<file path="config.mk">
export PLATFORM = sky130hd
export DESIGN_NAME = burst_addr_seq
export DESIGN_NICKNAME = d
export VERILOG_FILES = /design/src/rtl/burst_seq_pkg.sv /design/src/rtl/burst_cfg_reg.sv /design/src/rtl/burst_lat_cnt.sv /design/src/rtl/burst_addr_step.sv /design/src/rtl/burst_addr_seq.sv
export SDC_FILE = /design/constraint.sdc
export NUM_CORES = 1
export LEC_CHECK = 0
export BUFFER_PORTS_ARGS = -buffer_cell sky130_fd_sc_hd__clkbuf_2
export CAP_MARGIN = 10
export CORE_UTILIZATION = 43
export DETAILED_ROUTE_END_ITERATION = 8
export PLACE_DENSITY = 0.7
export REMOVE_ABC_BUFFERS = 1
export SYNTH_ARGS = -nofsm -noshare
export SYNTH_HDL_FRONTEND = slang
export SYNTH_HIERARCHICAL = 1
export SYNTH_SLANG_ARGS = --single-unit
</file>
<file path="constraint.sdc">
create_clock -name clk -period 6.3 [get_ports clk]
set_input_delay 0 -clock clk [delete_from_list [all_inputs] [get_ports clk]]
set_output_delay 0 -clock clk [all_outputs]
set_load 0.005 [all_outputs]
</file>
<file path="src/rtl/burst_seq_pkg.sv">
// Package: types and helpers shared by the burst address sequencer.
// Assumes lengths are powers of two from 4 to 32 words.
package burst_seq_pkg;
    localparam int MAX_LEN_LOG2 = 5;
    localparam int IDX_W        = MAX_LEN_LOG2;

    typedef enum logic [1:0] {
        ST_IDLE,
        ST_WAIT,
        ST_DATA,
        ST_END
    } seq_state_t;

    typedef struct packed {
        logic [2:0] len_code;
        logic       wrap;
    } burst_mode_t;

    // Length minus one for a fixed-length code (4 << code) - 1.
    function automatic logic [IDX_W-1:0] len_mask(input logic [1:0] code);
        return IDX_W'((4 << code) - 1);
    endfunction
endpackage

</file>
<file path="src/rtl/burst_cfg_reg.sv">
// Module: burst configuration register.
// Holds length code, wrap bit and latency; loads defaults on reset
// (continuous, sequential, LAT_DEF) and accepts a write on any cycle.
module burst_cfg_reg #(
    parameter int LAT_W   = 4,
    parameter int LAT_DEF = 2
) (
    input  logic             clk,
    input  logic             rst_n,
    input  logic             wr,
    input  logic [2:0]       wr_len_code,
    input  logic             wr_wrap,
    input  logic [LAT_W-1:0] wr_lat,
    output logic [2:0]       len_code,
    output logic             wrap,
    output logic [LAT_W-1:0] lat
);
    // Register update: defaults on reset, new value on write strobe.
    always_ff @(posedge clk) begin
        if (!rst_n) begin
            len_code <= 3'b100;
            wrap     <= 1'b0;
            lat      <= LAT_W'(LAT_DEF);
        end else if (wr) begin
            len_code <= wr_len_code;
            wrap     <= wr_wrap;
            lat      <= wr_lat;
        end
    end
endmodule

</file>
<file path="src/rtl/burst_lat_cnt.sv">
// Module: initial-latency down-counter.
// Loaded with a nonzero count at burst start; counts down while the
// sequencer waits; flags the final wait cycle.
module burst_lat_cnt #(
    parameter int LAT_W = 4
) (
    input  logic             clk,
    input  logic             rst_n,
    input  logic             load,
    input  logic [LAT_W-1:0] load_val,
    input  logic             dec,
    output logic             last_wait
);
    logic [LAT_W-1:0] cnt;

    // Counter: load on start, decrement during the wait phase.
    always_ff @(posedge clk) begin
        if (!rst_n)
            cnt <= '0;
        else if (load)
            cnt <= load_val;
        else if (dec && cnt != '0)
            cnt <= cnt - 1'b1;
    end

    // Final wait cycle once one count remains.
    always_comb last_wait = (cnt <= LAT_W'(1));
endmodule

</file>
<file path="src/rtl/burst_addr_step.sv">
// Module: burst address register and word index.
// On load takes the start address; on step advances either linearly or
// modulo the burst length inside its aligned block. Assumes AW >= IDX_W.
module burst_addr_step
    import burst_seq_pkg::*;
#(
    parameter int AW = 8
) (
    input  logic             clk,
    input  logic             rst_n,
    input  logic             load,
    input  logic [AW-1:0]    load_addr,
    input  logic             step,
    input  logic             wrap_en,
    input  logic [IDX_W-1:0] mask,
    output logic [AW-1:0]    addr,
    output logic [IDX_W-1:0] word_idx
);
    logic [AW-1:0] inc;
    logic [AW-1:0] mask_w;
    logic [AW-1:0] next_addr;

    // Next address: wrap keeps the upper bits, sequential adds one.
    always_comb begin
        inc       = addr + 1'b1;
        mask_w    = AW'(mask);
        next_addr = wrap_en ? ((addr & ~mask_w) | (inc & mask_w)) : inc;
    end

    // Address and index registers.
    always_ff @(posedge clk) begin
        if (!rst_n) begin
            addr     <= '0;
            word_idx <= '0;
        end else if (load) begin
            addr     <= load_addr;
            word_idx <= '0;
        end else if (step) begin
            addr     <= next_addr;
            word_idx <= word_idx + 1'b1;
        end
    end
endmodule

</file>
<file path="src/rtl/burst_addr_seq.sv">
// Module: burst address sequencer top.
// Opens a burst when ce_n is low in idle, snapshots the configuration,
// waits the latency, then issues one word address per clock until the
// fixed length is reached or ce_n is released.
module burst_addr_seq
    import burst_seq_pkg::*;
#(
    parameter int AW      = 8,
    parameter int LAT_W   = 4,
    parameter int LAT_DEF = 2
) (
    input  logic             clk,
    input  logic             rst_n,
    input  logic             ce_n,
    input  logic [AW-1:0]    start_addr,
    input  logic             cfg_wr,
    input  logic [2:0]       cfg_len_code,
    input  logic             cfg_wrap,
    input  logic [LAT_W-1:0] cfg_lat,
    output logic [AW-1:0]    addr_o,
    output logic             word_vld,
    output logic             burst_done
);
    seq_state_t       state, state_nx;
    burst_mode_t      snap;
    logic [2:0]       reg_len_code;
    logic             reg_wrap;
    logic [LAT_W-1:0] reg_lat;
    logic             start, last_wait, fixed, last, step;
    logic [IDX_W-1:0] mask, word_idx;

    burst_cfg_reg #(.LAT_W(LAT_W), .LAT_DEF(LAT_DEF)) u_cfg (
        .clk(clk), .rst_n(rst_n), .wr(cfg_wr),
        .wr_len_code(cfg_len_code), .wr_wrap(cfg_wrap), .wr_lat(cfg_lat),
        .len_code(reg_len_code), .wrap(reg_wrap), .lat(reg_lat)
    );

    burst_lat_cnt #(.LAT_W(LAT_W)) u_lat (
        .clk(clk), .rst_n(rst_n), .load(start), .load_val(reg_lat),
        .dec(state == ST_WAIT), .last_wait(last_wait)
    );

    burst_addr_step #(.AW(AW)) u_step (
        .clk(clk), .rst_n(rst_n), .load(start), .load_addr(start_addr),
        .step(step), .wrap_en(snap.wrap && fixed), .mask(mask),
        .addr(addr_o), .word_idx(word_idx)
    );

    // Burst decode from the snapshot taken at start.
    always_comb begin
        start = (state == ST_IDLE) && !ce_n;
        fixed = !snap.len_code[2];
        mask  = len_mask(snap.len_code[1:0]);
        last  = fixed && (word_idx == mask);
        step  = (state == ST_DATA) && !ce_n && !last;
    end

    // Output strobes.
    always_comb begin
        word_vld   = (state == ST_DATA);
        burst_done = word_vld && last;
    end

    // Next-state logic; chip-enable release wins over everything.
    always_comb begin
        state_nx = state;
        if (ce_n) begin
            state_nx = ST_IDLE;
        end else begin
            unique case (state)
                ST_IDLE: state_nx = (reg_lat == '0) ? ST_DATA : ST_WAIT;
                ST_WAIT: if (last_wait) state_nx = ST_DATA;
                ST_DATA: if (last) state_nx = ST_END;
                ST_END:  state_nx = ST_END;
                default: state_nx = ST_IDLE;
            endcase
        end
    end

    // State and configuration snapshot registers.
    always_ff @(posedge clk) begin
        if (!rst_n) begin
            state <= ST_IDLE;
            snap  <= '0;
        end else begin
            state <= state_nx;
            if (start)
                snap <= '{len_code: reg_len_code, wrap: reg_wrap};
        end
    end
endmodule

</file>
# After elaboration in Yosys (flattened, before gate mapping)
# Cells that the tools add are included.
[totals] reg_bits=31 in_bits=20 out_inout_bits=10 wordCells=53
[op_classes] n_addsub=4 n_lt_le_gt_ge=1 eq_ne=6 shifts=1 muxes=9 bitwise_logic=5 reduce_logical=18
[ops] operator="$mux W8" count=3
[ops] operator="$add A8 B1 Y8 const B" count=1
[ops] operator="$and A8 B5 Y8" count=1
[ops] operator="$and A8 B8 Y8" count=1
[ops] operator="$mux W4" count=2
[ops] operator="$not A5 Y8" count=1
[ops] operator="$or A8 B8 Y8" count=1
[ops] operator="$pmux W2 S4" count=1
[ops] operator="$logic_and A1 B1 Y1" count=7
[ops] operator="$mux W2" count=3
[ops] operator="$add A5 B1 Y5 const B" count=1
[ops] operator="$eq A5 B5 Y1" count=1
[ops] operator="$shl A3 B2 Y5 const A" count=1
[ops] operator="$sub A5 B2 Y5 const B" count=1
[ops] operator="$eq A2 B2 Y1 const B" count=2
[ops] operator="$le A4 B1 Y1 const B" count=1
[ops] operator="$logic_not A4 Y1" count=1
[ops] operator="$reduce_bool A2 Y1" count=2
[ops] operator="$reduce_bool A4 Y1" count=1
[ops] operator="$reduce_or A2 Y1" count=2
[ops] operator="$sub A4 B1 Y4 const B" count=1
[ops] operator="$logic_not A1 Y1" count=3
[ops] operator="$eq A2 B1 Y1 const B" count=1
[ops] operator="$logic_not A2 Y1" count=1
[ops] operator="4 further kinds" count=4

# Logic depth before layout (Yosys ltp)
# Gate-level depths: netlist of the first run.
[depth] ltp_word=8 ltp_mapped=8 depth_no_buf=7

# By module
# The synthesis of the first run kept the hierarchy.
[by_module_without_submodules] mod="burst_addr_step" n_inst=1 cells_per_inst=84 area_each_um2=733.2 seq_area_each_um2=260.2
[by_module_without_submodules] mod="burst_addr_seq" n_inst=1 cells_per_inst=39 area_each_um2=359.1 seq_area_each_um2=120.1
[by_module_without_submodules] mod="burst_cfg_reg" n_inst=1 cells_per_inst=25 area_each_um2=296.5 seq_area_each_um2=160.2
[by_module_without_submodules] mod="burst_lat_cnt" n_inst=1 cells_per_inst=36 area_each_um2=284.0 seq_area_each_um2=80.1

# Least setup slack after synthesis of the first run
# Ideal clock, no wire load.
[synth_path] path_type="register to register" start="reg snap[2] (netlist bit)" end="reg with a tool-made name" setup_ps=122 arrival_time_ps=1959 required_time_ps=6178 slack_ps=4220 path_stages_with_launch=8 path_buffers=1 period_less_slack_ps=2080 cell_sequence="dfxtp_1 > or2_1 > or3_1 > a211o_1 > and3b_1 > buf_4 > and4_1 > o311a_1"
[synth_lines] item="start, declared" line="burst_addr_seq.sv:25" text="burst_mode_t snap;"
[synth_lines] item="start signal, assigned" line="burst_addr_seq.sv:88" text="snap <= '{len_code: reg_len_code, wrap: reg_wrap};"

# Worst setup path in the final report of the first run
[layout_path] start="reg snap[2] (netlist bit)" end="reg u_step.addr[7]"
[layout_between] elab_chain_len=7
[layout_lines] item="$shl A3 B2 Y5" line="burst_seq_pkg.sv:21" text="return IDX_W'((4 << code) - 1);"
[layout_lines] item="$sub A5 B2 Y5" line="burst_seq_pkg.sv:21"
[layout_lines] item="named net mask[2]" line="burst_addr_seq.sv:30" text="logic [IDX_W-1:0] mask, word_idx;"
[layout_lines] item="$eq A5 B5 Y1" line="burst_addr_seq.sv:54" text="last = fixed && (word_idx == mask);"
[layout_lines] item="$logic_and A1 B1 Y1" line="burst_addr_seq.sv:54"
[layout_lines] item="$logic_not A1 Y1" line="burst_addr_seq.sv:55" text="step = (state == ST_DATA) && !ce_n && !last;"
[layout_lines] item="$logic_and A1 B1 Y1" line="burst_addr_seq.sv:55"
[layout_lines] item="named net step" line="burst_addr_seq.sv:29" text="logic start, last_wait, fixed, last, step;"
[layout_lines] item="$reduce_bool A2 Y1 (no line)"
[layout_lines] item="end signal, assigned" line="burst_addr_step.sv:36" text="addr <= load_addr;"
[layout_lines] item="end signal, assigned" line="burst_addr_step.sv:39" text="addr <= next_addr;"
[layout_lines] item="end, declared" line="burst_addr_step.sv:16" text="output logic [AW-1:0] addr,"
# The timed path passes the listed nets, and every way through them passes these cells.
# A chain may end at the register's enable or synchronous reset.

==> impl_metrics.json, run 1 <==
{
  "status": "complete, no violations",
  "row_count": 22,
  "yosysWarnings": 6,
  "grt_util_all_layers": 0.172,
  "drc": 0,
  "fp.dieW_microns": 64.4,
  "synth_top_area_cell": "dfxtp_1",
  "antenna_cells": 0,
  "routed-via-count": 1414,
  "start_util": 0.454,
  "final_antenna_net_count": 0,
  "dpl_worst_slack_ns": 4.01,
  "max_slew_margin": 0.611,
  "fin_tns_setup_ns": 0,
  "cts_buffers": 5,
  "synth_compound_area_frac": 0.141,
  "dr.pass1.iters": 4,
  "synth-edff-count": 0,
  "finalCriticalPeriod_ns": 2.30,
  "async_reset_ff_frac": 0,
  "synthSimpleGateAreaFrac": 0.293,
  "cp.required_ns": 6.47,
  "hp-class": "in2reg",
  "ir_worst_vdd_uv": 146,
  "core_sq_um": 3690,
  "grt_pass1_wl_microns": 5440,
  "hpwl_microns": 2330,
  "drive_above_1_share": 0.196,
  "worst_slack_ns": 4.00,
  "path_clk_slew_ns": 0.07,
  "cts_num_sinks": 31,
  "dp_cells": 257,
  "vias_per_cell": 5.20,
  "wire_per_inst_microns": 12.3,
  "cp_slowest_cell": "and3b_1",
  "synthAdderAreaFrac": 0.0374,
  "ys_seq_area_frac": 0.371,
  "grt_max_degree": 31,
  "p_per_area_nw_per_um2": 246,
  "postCtsSetupRepairBufs": 0,
  "dr.first_iter.drc_count": 72,
  "dieArea_sq_um": 4140,
  "io_pins": 30,
  "p_leak_nw": 0.872,
  "cts_resized": 0,
  "grt.met3_usage": 0.0482,
  "cts-root-buf": "clkbuf_8",
  "fmaxAchievable_ghz": 0.435,
  "crit_family": "simple AND/OR/NAND/NOR gates",
  "syn_inst": 184,
  "grt_use_met1": 0.230,
  "grt_use_met2": 0.251,
  "synth_top_area_share": 0.371,
  "period_share": 0.365,
  "antenna_found_initial": 0,
  "crit_fanout": 14,
  "top_usage_layer": "met2",
  "hold_viol": 0,
  "synth_area_leaders": "dfxtp_1, mux2i_1, nor2b_1",
  "crit_chain": "or2_1 > or3_1 > a211o_1 > and3b_1 > inv_1 > nor4_1 > a221o_1",
  "place_congestion": 0.771,
  "clk_path_buf_depth": 2,
  "synth_top_family_by_area": "simple AND/OR/NAND/NOR gates",
  "clkLatencyLatePin_ns": 0.28,
  "p_total_w": 0.000502,
  "cpPeakStageDelay_ns": 0.38,
  "avgSynthCellArea_sq_um": 9.09,
  "critical_path_class": "reg2reg",
  "layout.nets": 248,
  "cts_htree_levels": 2,
  "die_h_microns": 64.4,
  "synth-xor-area-share": 0.0314,
  "max_cap_viol_count": 0,
  "worst-path-buf-inv": 1,
  "whs_ns": 0.00459,
  "io_buffers": 29,
  "grt_remaining_overflow": 0,
  "clock_skew_ns": 0.00633,
  "final_max_slew_viol_count": 0,
  "area_growth_pct": 21.9,
  "cp-start-kind": "register",
  "setup_viol": 0,
  "syn_area_sq_um": 1670,
  "synth_seq_cells": 31,
  "cts_tree": "done",
  "tightest_slew_ns": 0.583,
  "end_kind": "register",
  "wl_microns": 3340,
  "grt_pass1_vias": 1220,
  "rsz0062_at_grt": "false",
  "synth-main-ff-cell": "dfxtp_1",
  "fin_cells": 272,
  "synth_cell_types": 46,
  "nFillCells": 351,
  "arrival_ns": 2.47,
  "synthMuxAreaShare": 0.0838
}
==> layout by cell type, fill, tap and decap left out, types with 4 or more instances in the layout <==
cell type and instances:
ha_1 5, nor2_1 13, nand2_1 6, clkbuf_2 29
nand3_1 7, inv_1 8, nand2b_1 10, nor2b_1 16
or3_1 4, dfxtp_1 31, dlygate4sd3_1 7, nand4_1 6
o21ai_0 10, a31oi_1 5, mux2i_1 14, clkbuf_8 6
==> layer usage <==
layer | vias to the layer above | wire length [microns]
met3 | 5 | 123
met1 | 647 | 1710
met2 | 20 | 1460
met5 | - | 0
li1 | 742 | -
met4 | 0 | 51
==> cell families after synthesis <==
| group | count (synthesis) |
|---|---|
| other | 1 |
| buffers and inverters | 14 |
| multiplexers | 14 |
| XOR/XNOR | 6 |
| flip-flops | 31 |
| adder cells (fa/ha/maj) | 5 |
| AO/OA/AOI/OAI | 33 |
| AND/OR/NAND/NOR | 80 |
==> power by group <==
group / internal [W] / switching, W
registers: 0.000210 / 0.0000143
logic: 0.0000394 / 0.0000385
clock network: 0.000128 / 0.0000721
total: 0.000377 / 0.000125
==> Yosys cell counts (2+ instances only) <==
cell type	number
o21ai_0	10
a31oi_1	5
dfxtp_1	31
nor3b_1	3
nand3_1	7
or3_1	4
a2111o_1	2
nor2_1	13
mux2i_1	14
buf_2	2
xor2_1	3
xnor2_1	3
nand2b_1	10
nor4_1	2
inv_1	8
a21oi_1	3
ha_1	5
o31ai_1	2
nor2b_1	16
nand4_1	6
nor4bb_1	2
nand2_1	6
o311a_1	3
a21boi_0	2
==> worst reg2reg max path: cells and delay by family, from the launching register on <==
kind	cells	cell delay [ns]
compound gates	2	0.64
buf+inv	1	0.19
flops	1	0.37
simple gates	4	0.99
==> path summary, 6_finish.rpt <==
path,startpoint,end,slack [ns],cells after the start
worst max-delay path,snap[2],u_step/addr[7],4.00,7
worst min-delay path,start_addr[5],u_step/addr[5],0.005,3
worst max register to register,snap[2],u_step/addr[7],4.00,7
worst min register to register,u_cfg/lat[1],u_cfg/lat[1],0.50,2
==> timing repair <==
item                       4_1_cts  5_1_grt
hold buffers                     7        0
setup endpoints to repair        0        0
hold endpoints to repair         7        0
==> metrics by stage <==
| stage | utilization | area [sq um] |
|---|---|---|
| final | 0.553 | 2040 |
| after global routing | 0.553 | 2040 |
| after CTS | 0.553 | 2040 |
| after detailed placement | 0.502 | 1850 |
| after global placement | 0.502 | 1850 |
| after floorplan | - | 1640 |
==> cell type report <==
| type | instances | area, sq um | area share |
|---|---|---|---|
| multi-input combinational | 140 | 988 | 0.485 |
| clock buffer | 6 | 82.6 | 0.0405 |
| timing repair buffer | 37 | 223 | 0.109 |
| clock inverter | 2 | 35.0 | 0.0172 |
| sequential | 31 | 621 | 0.304 |
| inverter | 8 | 30.0 | 0.0147 |
| tap | 48 | 60.1 | 0.0294 |
Power figures use the tool's default switching activity.
==> run 2, diff against run 1 <==
==> constraint.sdc (replaced) <==
create_clock -name clk -period 2.3 [get_ports clk]
set_input_delay 0 -clock clk [delete_from_list [all_inputs] [get_ports clk]]
set_output_delay 0 -clock clk [all_outputs]
set_load 0.005 [all_outputs]
==> run 2 against run 1 <==
Against the previous run: combinational power rose to 2.8 times the previous value; register-to-register slack got worse by 3.8 ns; global-route usage rose by 0.51 points; clock power grew to 2.8 times the previous value; worst setup slack worse by 3.8 ns; hold slack better by 0.0093 ns; non-clock buffer count grew 5; critical path type unchanged; largest power group unchanged.
==> impl_metrics.json, run 2 (synthesized netlist as in run 1, its figures left out) <==
{
  "cts_resized": 0,
  "timing.rr.start": "snap[1]",
  "crit_fanout": 10,
  "arrival_ns": 2.31,
  "cts_buffers": 5,
  "layout_common_cells": "dfxtp_1, clkbuf_2, nor2b_1, mux2i_1, nor2_1",
  "period_share": 0.928,
  "layout_commonest_cell": "dfxtp_1",
  "antenna_found_initial": 0,
  "routed-via-count": 1447,
  "crit_start": "snap[1]",
  "hold_viol": 0,
  "p_leak_nw": 0.898,
  "rsz0062_at_grt": "false",
  "end_kind": "register",
  "fmaxAchievable_ghz": 0.468,
  "grt_remaining_overflow": 0,
  "io_buffers": 29,
  "dr.pass1.iters": 4,
  "grt_pass1_vias": 1269,
  "antenna_cells": 0,
  "crit_family": "simple AND/OR/NAND/NOR gates",
  "max_cap_viol_count": 0,
  "drive_above_1_share": 0.210,
  "cp_slowest_cell": "dfxtp_1",
  "crit_chain": "or2_1 > or3_1 > a211o_1 > and3b_1 > inv_1 > nor4_1 > a221o_1",
  "fp.dieW_microns": 64.4,
  "final_max_slew_viol_count": 0,
  "setup_viol": 0,
  "final_antenna_net_count": 0,
  "row_count": 22,
  "clk_path_buf_depth": 2,
  "hpwl_microns": 2270,
  "finalCriticalPeriod_ns": 2.14,
  "fin_tns_setup_ns": 0,
  "tightest_slew_ns": 0.530,
  "drc": 0,
  "dr.first_iter.drc_count": 76,
  "wire_per_inst_microns": 12.2,
  "p_per_area_nw_per_um2": 667,
  "cts_tree": "done",
  "worst_slack_ns": 0.165,
  "hp-class": "in2reg",
  "cts-root-buf": "clkbuf_8",
  "die_h_microns": 64.4,
  "cts_htree_levels": 2,
  "dieArea_sq_um": 4140,
  "critical_path_class": "reg2reg",
  "path_clk_slew_ns": 0.06,
  "layout.nets": 253,
  "area_growth_pct": 24.3,
  "hp-start": "start_addr[6]",
  "clock_skew_ns": 0.00612,
  "status": "complete, no violations",
  "max_slew_margin": 0.647,
  "dpl_worst_slack_ns": 0.167,
  "cpPeakStageDelay_ns": 0.33,
  "ir_worst_vdd_uv": 309,
  "wl_microns": 3370,
  "worst-path-buf-inv": 1,
  "clkLatencyLatePin_ns": 0.28,
  "grt_pass1_wl_microns": 5630,
  "io_pins": 30,
  "start_util": 0.454,
  "place_congestion": 0.762,
  "core_sq_um": 3690,
  "cp-start-kind": "register",
  "grt_util_all_layers": 0.177,
  "vias_per_cell": 5.22,
  "grt_max_degree": 31,
  "cp.required_ns": 2.47,
  "cts_num_sinks": 31
}
-- run 2: changes by cell type in the layout (fill, tap and decap cells not counted), sizes merged --
cell         change
buf              +4
dlygate4sd3      +1
-- run 2: routing by layer --
metal / vias up / part of all wire / GRT usage / wire length, microns
met5: - / 0 / 0 / 0
met4: 0 / 0.0095 / 0.0667 / 32
met3: 5 / 0.037 / 0.0571 / 123
met2: 19 / 0.45 / 0.270 / 1510
met1: 671 / 0.51 / 0.231 / 1710
li1: 752 / - / - / -
-- run 2: layout make-up --
cell class                      count  area (sq um)
Inverter                            8          30.0
Sequential cell                    31           621
Fill cell                         350          1610
Timing Repair Buffer               42           263
Clock inverter                      2          35.0
Tap cell                           48          60.1
Multi-Input combinational cell    140           988
Clock buffer                        6          82.6
-- run 2: worst paths after layout --
check | to | slack (ns) | cells after the start
setup / recovery | u_step/addr[7] | 0.16 | 7
hold / removal | u_step/addr[6] | 0.01 | 3
setup reg to reg | u_step/addr[7] | 0.16 | 7
hold reg to reg | u_cfg/len_code[2] | 0.48 | 2
-- run 2: metrics by stage --
stage	std cells	util	area [sq um]	hold slack, ns	power [W]
after CTS	277	0.564	2080	0.00335	0.00140
after global placement	261	0.510	1880	0.221	0.000832
final	277	0.564	2080	0.0139	0.00139
after detailed placement	261	0.510	1880	0.229	0.000833
after floorplan	179	-	1640	0.0619	0.000754
after global routing	277	0.564	2080	0.00504	0.00147
-- run 2: report_power, final --
group | switching [W] | internal (W)
logic | 0.000108 | 0.000113
registers | 0.0000383 | 0.000574
clock network | 0.000204 | 0.000350
-- run 2: worst register-to-register path: stages, from the launching register on --
cell,delay (ns)
dfxtp_1,0.33
or2_1,0.23
or3_1,0.30
a211o_1,0.30
and3b_1,0.32
inv_1,0.16
nor4_1,0.07
a221o_1,0.31
-- run 2: timing repair --
| action | CTS | global route |
|---|---|---|
| buffers inserted | 0 | 0 |
| endpoints found under the hold margin | 8 | 0 |
| hold buffers | 8 | 0 |
